## config.mk

```make
export PLATFORM = sky130hd
export DESIGN_NAME = nand_cmd_front
export DESIGN_NICKNAME = d
export VERILOG_FILES = /design/src/rtl/nfe_pkg.sv /design/src/rtl/nfe_bus_sampler.sv /design/src/rtl/nfe_opcode_decoder.sv /design/src/rtl/nfe_addr_collect.sv /design/src/rtl/nand_cmd_front.sv
export SDC_FILE = /design/constraint.sdc
export NUM_CORES = 1
export LEC_CHECK = 0
export BUFFER_PORTS_ARGS = -buffer_cell sky130_fd_sc_hd__buf_2
export CORE_AREA = 2 2 76 78
export CTS_CLUSTER_DIAMETER = 100
export DETAILED_ROUTE_END_ITERATION = 8
export DIE_AREA = 0 0 78 80
export HOLD_SLACK_MARGIN = 0.06
export PLACE_DENSITY = 0.71
export SYNTH_ARGS = -nofsm -noshare
export SYNTH_HDL_FRONTEND = slang
export SYNTH_HIERARCHICAL = 1
export SYNTH_SLANG_ARGS = --single-unit
```

## constraint.sdc

```tcl
create_clock -name clk -period 5.8 [get_ports clk]
set_input_delay 0.87 -clock clk [delete_from_list [all_inputs] [get_ports clk]]
set_output_delay 0.87 -clock clk [all_outputs]
set_load 0.01 [all_outputs]
```

## src/rtl/nfe_pkg.sv

```systemverilog
package nfe_pkg;
  localparam int BYTE_W = 8;

  typedef enum logic [2:0] {
    OP_NONE = 3'd0, OP_READ = 3'd1, OP_PROG = 3'd2, OP_COPY = 3'd3,
    OP_ERASE = 3'd4, OP_RDID = 3'd5, OP_RESET = 3'd6, OP_STAT = 3'd7
  } op_e;

  typedef enum logic [1:0] {
    AR_LOW = 2'd0, AR_HIGH = 2'd1, AR_SPARE = 2'd2
  } area_e;

  typedef enum logic [3:0] {
    CK_UNDEF, CK_RD_LOW, CK_RD_HIGH, CK_RD_SPARE, CK_PG_SETUP, CK_PG_GO,
    CK_CB_GO, CK_ER_SETUP, CK_ER_GO, CK_ID, CK_RST, CK_STAT
  } cmd_e;

  typedef enum logic [1:0] {SQ_IDLE, SQ_ADDR, SQ_DATA, SQ_ECONF} seq_e;
  typedef enum logic [1:0] {MD_READ, MD_PROG, MD_ERASE} mode_e;
endpackage

```

## src/rtl/nfe_bus_sampler.sv

```systemverilog
module nfe_bus_sampler (
  input  logic clk,
  input  logic rst,
  input  logic ce_n,
  input  logic cle,
  input  logic ale,
  input  logic we_n,
  output logic cmd_hit,
  output logic addr_hit
);
  logic we_d;
  logic edge_ok;

  always_ff @(posedge clk) begin
    if (rst) we_d <= 1'b1;
    else     we_d <= we_n;
  end

  assign edge_ok  = we_n & ~we_d & ~ce_n;
  assign cmd_hit  = edge_ok & cle & ~ale;
  assign addr_hit = edge_ok & ale & ~cle;
endmodule

```

## src/rtl/nfe_opcode_decoder.sv

```systemverilog
module nfe_opcode_decoder
  import nfe_pkg::*;
(
  input  logic [BYTE_W-1:0] opcode,
  output cmd_e              kind
);
  always_comb begin
    case (opcode)
      8'h00:   kind = CK_RD_LOW;
      8'h01:   kind = CK_RD_HIGH;
      8'h50:   kind = CK_RD_SPARE;
      8'h80:   kind = CK_PG_SETUP;
      8'h10:   kind = CK_PG_GO;
      8'h8A:   kind = CK_CB_GO;
      8'h60:   kind = CK_ER_SETUP;
      8'hD0:   kind = CK_ER_GO;
      8'h90:   kind = CK_ID;
      8'hFF:   kind = CK_RST;
      8'h70:   kind = CK_STAT;
      default: kind = CK_UNDEF;
    endcase
  end
endmodule

```

## src/rtl/nfe_addr_collect.sv

```systemverilog
module nfe_addr_collect
  import nfe_pkg::*;
#(
  parameter int ROW_BYTES = 2,
  localparam int ROW_W = ROW_BYTES * BYTE_W,
  localparam int IDX_W = $clog2(ROW_BYTES + 1)
) (
  input  logic              clk,
  input  logic              rst,
  input  logic              clr,
  input  logic              ld,
  input  logic [IDX_W-1:0]  slot,
  input  logic [BYTE_W-1:0] din,
  output logic [BYTE_W-1:0] col,
  output logic [ROW_W-1:0]  row
);
  // slot 0 is the column byte, slot k is row byte k-1 (least significant first)
  always_ff @(posedge clk) begin
    if (rst || clr)              col <= '0;
    else if (ld && slot == '0)   col <= din;
  end

  for (genvar g = 0; g < ROW_BYTES; g++) begin : g_row
    always_ff @(posedge clk) begin
      if (rst || clr)
        row[g*BYTE_W +: BYTE_W] <= '0;
      else if (ld && slot == IDX_W'(g + 1))
        row[g*BYTE_W +: BYTE_W] <= din;
    end
  end
endmodule

```

## src/rtl/nand_cmd_front.sv

```systemverilog
module nand_cmd_front
  import nfe_pkg::*;
#(
  parameter int ROW_BYTES = 2,
  localparam int ROW_W = ROW_BYTES * BYTE_W,
  localparam int IDX_W = $clog2(ROW_BYTES + 1)
) (
  input  logic              clk,
  input  logic              rst,
  input  logic              ce_n,
  input  logic              cle,
  input  logic              ale,
  input  logic              we_n,
  input  logic [BYTE_W-1:0] io_in,
  input  logic              busy,
  output logic              op_start,
  output logic [2:0]        op_code,
  output logic [1:0]        op_area,
  output logic [BYTE_W-1:0] op_col,
  output logic [ROW_W-1:0]  op_row
);
  logic cmd_hit, addr_hit;
  cmd_e kind;
  seq_e seq;
  mode_e mode;
  area_e ptr;
  op_e op_q;
  logic start_q;
  logic [IDX_W-1:0] cnt, slot;
  logic cb_ok, from_low, addr_ld, addr_clr, last_slot;

  nfe_bus_sampler i_smp (
    .clk(clk), .rst(rst), .ce_n(ce_n), .cle(cle), .ale(ale), .we_n(we_n),
    .cmd_hit(cmd_hit), .addr_hit(addr_hit)
  );

  nfe_opcode_decoder i_dec (.opcode(io_in), .kind(kind));

  assign slot      = cnt + IDX_W'(mode == MD_ERASE);
  assign last_slot = (slot == IDX_W'(ROW_BYTES));
  assign addr_ld   = addr_hit & ~busy & (seq == SQ_ADDR);
  assign addr_clr  = cmd_hit & ~busy &
                     (kind inside {CK_RD_LOW, CK_RD_HIGH, CK_RD_SPARE, CK_PG_SETUP, CK_ER_SETUP});

  nfe_addr_collect #(.ROW_BYTES(ROW_BYTES)) i_adr (
    .clk(clk), .rst(rst), .clr(addr_clr), .ld(addr_ld), .slot(slot),
    .din(io_in), .col(op_col), .row(op_row)
  );

  always_ff @(posedge clk) begin
    start_q <= 1'b0;
    op_q    <= OP_NONE;
    if (rst) begin
      seq <= SQ_IDLE; mode <= MD_READ; ptr <= AR_LOW;
      cnt <= '0; cb_ok <= 1'b0; from_low <= 1'b0;
    end else if (ce_n && !busy) begin
      seq <= SQ_IDLE;
      cnt <= '0;
    end else if (cmd_hit && busy) begin
      if (kind == CK_RST) begin
        start_q <= 1'b1; op_q <= OP_RESET; ptr <= AR_LOW;
        seq <= SQ_IDLE; cnt <= '0; cb_ok <= 1'b0;
      end else if (kind == CK_STAT) begin
        start_q <= 1'b1; op_q <= OP_STAT;
      end
    end else if (cmd_hit) begin
      if (kind != CK_STAT) cb_ok <= 1'b0;
      cnt <= '0;
      case (kind)
        CK_RD_LOW, CK_RD_HIGH, CK_RD_SPARE: begin
          ptr      <= (kind == CK_RD_LOW)  ? AR_LOW :
                      (kind == CK_RD_HIGH) ? AR_HIGH : AR_SPARE;
          from_low <= (kind == CK_RD_LOW);
          mode     <= MD_READ;
          seq      <= SQ_ADDR;
        end
        CK_PG_SETUP: begin mode <= MD_PROG;  seq <= SQ_ADDR; end
        CK_ER_SETUP: begin mode <= MD_ERASE; seq <= SQ_ADDR; end
        CK_PG_GO: begin
          if (seq == SQ_DATA) begin start_q <= 1'b1; op_q <= OP_PROG; end
          seq <= SQ_IDLE;
        end
        CK_ER_GO: begin
          if (seq == SQ_ECONF) begin start_q <= 1'b1; op_q <= OP_ERASE; end
          seq <= SQ_IDLE;
        end
        CK_CB_GO: begin
          if (seq == SQ_IDLE && cb_ok) begin start_q <= 1'b1; op_q <= OP_COPY; end
          seq <= SQ_IDLE;
        end
        CK_ID:  begin start_q <= 1'b1; op_q <= OP_RDID; seq <= SQ_IDLE; end
        CK_RST: begin start_q <= 1'b1; op_q <= OP_RESET; ptr <= AR_LOW; seq <= SQ_IDLE; end
        CK_STAT: begin start_q <= 1'b1; op_q <= OP_STAT; cnt <= cnt; end
        default: seq <= SQ_IDLE;
      endcase
    end else if (addr_ld) begin
      cnt <= cnt + 1'b1;
      if (last_slot) begin
        case (mode)
          MD_READ: begin
            start_q <= 1'b1; op_q <= OP_READ; seq <= SQ_IDLE; cb_ok <= from_low;
          end
          MD_PROG: seq <= SQ_DATA;
          default: seq <= SQ_ECONF;
        endcase
      end
    end
  end

  assign op_start = start_q;
  assign op_code  = op_q;
  assign op_area  = ptr;
endmodule

```

# --- After elaboration in Yosys (flattened, before gate mapping) ---
# Cells that the tools add are included.
classes:
  n_bitwise: 17
  n_mux: 47
  eq_ne: 32
  n_reduce_logical: 29
  n_addsub: 2
ops:
  columns: ["op", "n"]
  rows:
  - ["$pmux W4 S11", 1]
  - ["$eq A8 B8 Y1 const B", 5]
  - ["$mux W2", 15]
  - ["$eq A8 B7 Y1 const B", 3]
  - ["$mux W1", 20]
  - ["$pmux W3 S6", 1]
  - ["$eq A4 B3 Y1 const B", 4]
  - ["$eq A4 B4 Y1 const B", 4]
  - ["$reduce_and A4 Y1", 4]
  - ["$mux W3", 5]
  - ["$pmux W2 S2", 3]
  - ["$reduce_bool A3 Y1", 4]
  - ["$and A1 B1 Y1", 10]
  - ["$eq A2 B2 Y1 const B", 4]
  - ["$eq A4 B2 Y1 const B", 2]
  - ["$eq A8 B1 Y1 const B", 1]
  - ["$eq A8 B5 Y1 const B", 1]
  - ["$logic_not A8 Y1", 1]
  - ["$not A1 Y1", 7]
  - ["$eq A2 B1 Y1 const B", 3]
  - ["$logic_and A1 B1 Y1", 6]
  - ["$logic_not A2 Y1", 3]
  - ["$pmux W2 S3", 1]
  - ["$reduce_and A6 Y1", 1]
  - ["other kinds (16)", 18]
word_totals:
  elab_cells: 139
  register_bits: 39

# --- Longest topological paths before layout ---
# Gate-level depths: netlist (run 1).
logic_depth:
  word_depth: 10
  ltp_mapped: 12
  depth_no_buf: 9

# --- Modules after synthesis ---
# The synthesis (run 1) kept the hierarchy.
modules_own_cells:
  columns: ["mod", "area_each_um2", "instances", "cells_each"]
  rows:
  - ["nfe_addr_collect", 1097.3, 1, 92]
  - ["nand_cmd_front", 989.7, 1, 119]
  - ["nfe_opcode_decoder", 187.7, 1, 27]
  - ["nfe_bus_sampler", 60.1, 1, 5]

# --- Least setup slack after synthesis (run 1) ---
# OpenSTA, ideal clock, no wires.
synth_path:
  kind: "input-to-reg"
  from: "input port io_in[1]"
  to: "register i_adr.row[1]"
  t_required_ns: 5.728
  setup_slack_ns: 2.530
  path_buffers: 2
  stages: 9
  setup_time_ns: 0.072
  arrival_time_ns: 3.198
  cell_sequence: "or4_4 o31ai_1 clkbuf_1 xor2_1 o21ai_1 inv_1 buf_6 or3b_4 mux2i_1"
synth_between:
  elab_chain_cells: 6
synth_rtl:
  columns: ["element", "line", "text"]
  rows:
  - ["start: declaration", "nand_cmd_front.sv:14", "input logic [BYTE_W-1:0] io_in,"]
  - ["$eq A8 B7 Y1, or another cell as far along", "nfe_opcode_decoder.sv:8", "case (opcode)"]
  - ["$pmux W4 S11 (*)", "nfe_opcode_decoder.sv:8", null]
  - ["net kind[2]", "nand_cmd_front.sv:23", "cmd_e kind;"]
  - ["$eq A4 B1 Y1, or another cell as far along", "nand_cmd_front.sv:43", "(kind inside {CK_RD_LOW, CK_RD_HIGH, CK_RD_SPARE, CK_PG_SETUP, CK_ER_SETUP});"]
  - ["$reduce_bool A5 Y1 (*)", "nand_cmd_front.sv:43", null]
  - ["$and A1 B1 Y1 (*)", "nand_cmd_front.sv:42", "assign addr_clr = cmd_hit & ~busy &"]
  - ["net addr_clr", "nand_cmd_front.sv:30", "logic cb_ok, from_low, addr_ld, addr_clr, last_slot;"]
  - ["$logic_or A1 B1 Y1 (*)", "nfe_addr_collect.sv:25", "if (rst || clr)"]
  - ["end signal: indexed assignment", "nfe_addr_collect.sv:28", "row[g*BYTE_W +: BYTE_W] <= din;"]
  - ["end: declaration", "nfe_addr_collect.sv:15", "output logic [ROW_W-1:0] row"]
# Mark *: on every way through the listed nets, which the timed path passes. The rest lies on a longest branch.
# A chain may end at the register's enable or synchronous reset.

# --- Worst setup path after layout (run 1) ---
layout_path:
  from: "input port io_in[1]"
  to: "register i_adr.row[15]"
# Same word-level chain as after synthesis.

==> results.md, run 1 <==
- Syn Area/Cell: approximately 9.6 sq um
- Internal power: about 0.00041 W
- Post-DP HPWL: around 3700 um
- Antenna violation net count after detailed routing: 0
- Hold Vio Cnt, Final: 0
- Die ar.: about 6200 sq um
- Area delta synth->final: 14.0%
- Fin Clk Skew: about 0.0089 ns
- Net Switching: about 0.00012 W
- Slowest cell on the critical path: or3b_2
- WP data required: about 6 ns
- Worst path bufs/invs: 2
- Top cell type's share of synthesized area: between 30% and 40%
- Die Wd: just under 80 um
- Placed cell count: ~340
- DRT iter0 DRCs: approximately 200
- Area contributors post-synth: dfxtp_1 (33%), mux2i_1 (10%), or3b_1 (10%)
- Net Sw Frac: between 20% and 30%
- Sequential share of power: 50.4%
- Largest net degree at the start of global routing: 42
- Number of synthesized register bits: 39
- Max_cap viols: 0
- Routed WL: between 5000 and 6000 um
- Filler Cells Inserted: about 520
- CTS tree: built
- Cell Chain, Critical Path: buf_2 > or4_4 > a211oi_2 > o21a_1 > a31oi_1 > o21ai_1 > inv_1 > or3b_2 > mux2i_1
- Drc violations: 0
- Final Cell Area: about 2700 sq um
- Top-level I/O count: 45
- Number of buffers created by CTS: 5
- Vias/cell: roughly 5.5
- Commonest non-fill, non-tap cell in the layout: buf_2
- Combinational power share: slightly above 7%
- Reg clk slew, reported paths: around 0.080 ns
- Share of post-route cells with drive strength above 1: about a quarter
- Global-route wire length before repair: 8750 um
- PD cells: approximately 200 nW/um^2
- Final worst-path cycle share: between 50% and 60%
- Count of cell types in the netlist: 61
- Hold_buf cts: 0
- Routed via count: around 1.9k
- CP endpoint kind: flip-flop
- Number of setup violations in the final report: 0
- Post-synth EDFFs: 0
- Most frequent cells in the layout: buf_2 (44), dfxtp_1 (39), or3b_1 (27)
- Startpoint types: primary input
- Crit path time final: roughly 3.5 ns
- Largest stage delay, worst path: approximately 0.63 ns
- Fmax: between 200 and 300 MHz
- Worst-Margin Slew: around 0.77 ns
- Post-synthesis sequential area ratio: 33.4%
- # rows: 27
- Drt first pass iters: 4
- Largest area contributor in the netlist: dfxtp_1
- Sink Count: 39
- Crit path kind: primary input to flip-flop
- Synth async-reset ratio: 0%
- H-tree depth: 2
- Status: finished, final reports clean
- CP top delay family: simple AND/OR/NAND/NOR gates
- Fin cells: between 300 and 400
- Initial antenna violation count: 0
- Clock share of power: approximately 42%
- Setup TNS: 0 ns
- Final core occ: approximately half
- Core Box Area: 5410 sq um
- Post-detailed-route wirelength per cell: between 10 and 15 um
- Initial core utilization: 43.2%
- IO buf count: 44
- R2r setup slk: roughly 2.9 ns
- Vias in the first global route: 1841
- Latest clock arrival within the worst-skew pair: between 0.2 and 0.3 ns
- Diodes inserted: 0
- Nets: just under 300
- Hold crit path type: flip-flop to flip-flop
- Total gr overflow: 0
- Fin. max-slew vios: 0
- # Post-CTS Setup Buffers: 0
- Die Y: approximately 80 um
- RSZ-0062 raised after global routing: false
- GR Util All Layers: between 10% and 20%
- Power Total: around 0.00053 W
- Synthesized area: around 2300 sq um
- Rel. slew slack: between 40% and 50%
- Synthesized net count: around 260
- CTS Buffer Depth: 2
- Pleak: approximately 1.1 nW
- Maximum VDD drop: between 100 and 150 uV
- Top_reg_cell synth: dfxtp_1
- Crit-path max FO: 32
- Ys Warns: 6
- Worst path arrival time: 3.66 ns
- Syn Inst Count: 243
- PostCTS Resize Cnt: 0
- Post-DP Area: 2550 sq um
- Final Wtd Congestion: around 0.86
- CTS root buffer: clkbuf_8
## Yosys cell counts (all sizes together) (5+ instances only)
master / instances
nor2: 6
clkbuf: 6
o21ai: 6
inv: 5
nand2: 11
nor2b: 5
nor3: 5
buf: 12
or3b: 36
mux2i: 24
nand2b: 6
dfxtp: 39
a21oi: 15
## routing by layer
layer | GRT usage (%) | up-vias | wire [um]
met5 | 0 | - | 0
met4 | 7.37 | 0 | 75
met3 | 3.51 | 6 | 224
met2 | 26.7 | 42 | 2430
met1 | 24.0 | 899 | 2480
li1 | - | 971 | -
## worst min-delay path: cells and delay by family, from the launching register on
family | cells | cell delay [ns]
AOI/OAI and AO/OA | 1 | 0.05
DFF | 1 | 0.31
and+or+nand+nor | 1 | 0.05
## logic make-up after synthesis
logic type	share of synthesized area, %
DFF	33.4
muxes	10.3
AOI/OAI and AO/OA	14.6
and+or+nand+nor	33.7
xor gates and xnor gates	1.88
adders and majority gates	0.536
buffers and inverters	5.52
## final timing paths
kind                                 from                         end  cells after the start
hold / removal    op_area[0]$_SDFFE_PP0P_     op_area[0]$_SDFFE_PP0P_                      2
setup / recovery                 io_in[1]  i_adr/row[15]$_SDFFE_PP0P_                      9
setup reg to reg    i_smp/we_d$_SDFF_PP1_  i_adr/row[15]$_SDFFE_PP0P_                      9
hold reg to reg   op_area[0]$_SDFFE_PP0P_     op_area[0]$_SDFFE_PP0P_                      2
## state kept, by name (all words and copies together), names as in the netlist
name,cells
mode,2
op_start,1
seq,2
op_code,3
i_adr/col,8
cnt,2
cb_ok,1
op_area,2
i_smp/we_d,1
i_adr/row,16
from_low,1
## per-stage QoR
step / worst slack (ns) / hold slack [ns]
2_1_floorplan: 2.53 / 0.463
3_3_place_gp: 2.12 / 0.444
3_5_place_dp: 2.05 / 0.453
4_1_cts: 2.34 / 0.465
5_1_grt: 2.18 / 0.501
6_report: 2.35 / 0.458
## power groups by stage
stage / combinational (W) / clock, W / sequential (W)
2_1_floorplan: 0.0000249 / 0 / 0.000274
3_3_place_gp: 0.0000373 / 0 / 0.000274
3_5_place_dp: 0.0000377 / 0 / 0.000274
4_1_cts: 0.0000378 / 0.000232 / 0.000268
5_1_grt: 0.0000419 / 0.000242 / 0.000268
6_report: 0.0000379 / 0.000226 / 0.000268
## layout make-up
cell class | instances | area, sq um | area share (%)
flip-flops and latches | 39 | 781 | 29.3
repair buffers | 46 | 235 | 8.83
inverters | 5 | 18.8 | 0.705
multi-input cells | 181 | 1430 | 53.5
clock inverters | 3 | 43.8 | 1.64
clock buffers | 5 | 68.8 | 2.58
well taps | 72 | 90.1 | 3.38
No activity file was read; power rests on OpenSTA's default activity.
==> run 2, diff against run 1 <==
Clock period 5.8 ns to 3.62 ns, I/O delays scaled along.
==> run 2 against run 1 <==
Net effect:
- clock-buffer cell count increased by 1
- routed wire length increased by 0.31%
- final cell count increased by 1.1%
- critical path type unchanged
- critical endpoint is now i_adr/row[10]$_SDFFE_PP0P_
==> results.md, run 2 (synthesis gave the netlist of run 1 again) <==
- Most frequent cells in the layout: buf_2 (44), dfxtp_1 (39), or3b_1 (27)
- Max_cap viols: 0
- # rows: 27
- Global-route wire length before repair: 8500 um
- Sink Count: 39
- Drt first pass iters: 4
- WP data required: between 3 and 4 ns
- Maximum VDD drop: about 140 uV
- Reg clk slew, reported paths: around 0.080 ns
- Worst path arrival time: 3.05 ns
- Fin. max-slew vios: 0
- Post-DP HPWL: between 3000 and 4000 um
- Crit path time final: about 2.9 ns
- Hold Vio Cnt, Final: 0
- Vias/cell: ~5.5
- Share of post-route cells with drive strength above 1: ~28%
- Antenna violation net count after detailed routing: 0
- GR Util All Layers: approximately 17%
- Setup TNS: 0 ns
- Post-detailed-route wirelength per cell: 14.7 um
- Vias in the first global route: 1776
- Rel. slew slack: 58.6%
- Post-DP Area: about 2600 sq um
- Number of buffers created by CTS: 5
- Routed via count: ~2.0k
- Worst-Margin Slew: 0.622 ns
- CTS Buffer Depth: 2
- PostCTS Resize Cnt: 0
- DRT iter0 DRCs: around 120
- Crit-path max FO: 17
- CP endpoint kind: flip-flop
- Largest Register: i_adr/row
- Area delta synth->final: 15.7%
- H-tree depth: 2
- Routed WL: about 5200 um
- Fin Clk Skew: 0.00584 ns
- Largest register FFs: 16
- Status: finished, final reports clean
- Drc violations: 0
- Total gr overflow: 0
- IO buf count: 44
- Hold_buf cts: 0
- Startpoint types: primary input
- # Post-CTS Setup Buffers: 0
- CTS root buffer: clkbuf_8
- Power Total: approximately 0.0009 W
- Top-level I/O count: 45
- Worst slack, placed: 0.426 ns
- Nets: between 200 and 300
- Commonest non-fill, non-tap cell in the layout: buf_2
- CTS tree: built
- Hold crit path type: primary input to flip-flop
- Initial antenna violation count: 0
- Crit path kind: primary input to flip-flop
- Number of setup violations in the final report: 0
- Final Cell Area: 2700 sq um
- Core Box Area: 5410 sq um
- Final Wtd Congestion: 0.821
- Pleak: approximately 1.2 nW
- Final worst-path cycle share: around four fifths
- RSZ-0062 raised after global routing: false
- R2r setup slk: roughly 0.97 ns
- PD cells: between 300 and 400 nW/um^2
- Latest clock arrival within the worst-skew pair: approximately 0.30 ns
- Fmax: between 300 and 400 MHz
- Worst Slack Setup Final: around 0.74 ns
- Die Y: around 80 um
- Final hold slack: 0.441 ns
- Initial core utilization: 43.2%
- Die Wd: 78 um
- Diodes inserted: 0
- Largest net degree at the start of global routing: 42
- Die ar.: approximately 6200 sq um
==> run 2: report_power, final <==
| group | switching, W | internal, W |
|---|---|---|
| clock | 0.000168 | 0.000227 |
| combinational | 0.0000367 | 0.0000248 |
| sequential | 0.000000185 | 0.000429 |
==> run 2: through the flow <==
stage | utilization [%] | instances
2_1_floorplan | - | 243
3_3_place_gp | 47.7 | 347
3_5_place_dp | 47.7 | 347
4_1_cts | 50.0 | 355
5_1_grt | 50.0 | 355
6_report | 50.0 | 355
==> run 2: cell type report <==
| cell class | instances | area, sq um |
|---|---|---|
| multi-input combinational | 181 | 1430 |
| fill | 517 | 2700 |
| clock inverter | 2 | 38.8 |
| tap | 72 | 90.1 |
| inverter | 5 | 18.8 |
| timing repair buffer | 50 | 265 |
| clock buffer | 6 | 82.6 |
| sequential | 39 | 781 |
==> run 2: path summary, 6_finish.rpt <==
path | startpoint | end | cells after the start
setup / recovery | io_in[1] | i_adr/row[10]$_SDFFE_PP0P_ | 12
hold / removal | we_n | i_smp/we_d$_SDFF_PP1_ | 2
hold reg to reg | op_area[0]$_SDFFE_PP0P_ | op_area[0]$_SDFFE_PP0P_ | 2
setup reg to reg | i_smp/we_d$_SDFF_PP1_ | i_adr/row[10]$_SDFFE_PP0P_ | 9
==> run 2: worst max-delay path: stages <==
cell and delay, ns:
buf_2 0.13, or4_4 0.57, o32ai_1 0.14, a221o_1 0.24
buf_4 0.20, inv_1 0.10, a31oi_1 0.17, o21ai_1 0.11
inv_1 0.33, buf_4 0.27, or3b_4 0.18, mux2i_1 0.07
==> run 2: layer usage <==
layer  track usage [%]  share of wire, %
met1              21.9                47
met2              28.1                46
met3              3.39               5.0
met4              8.60               2.1
met5                 0                 0
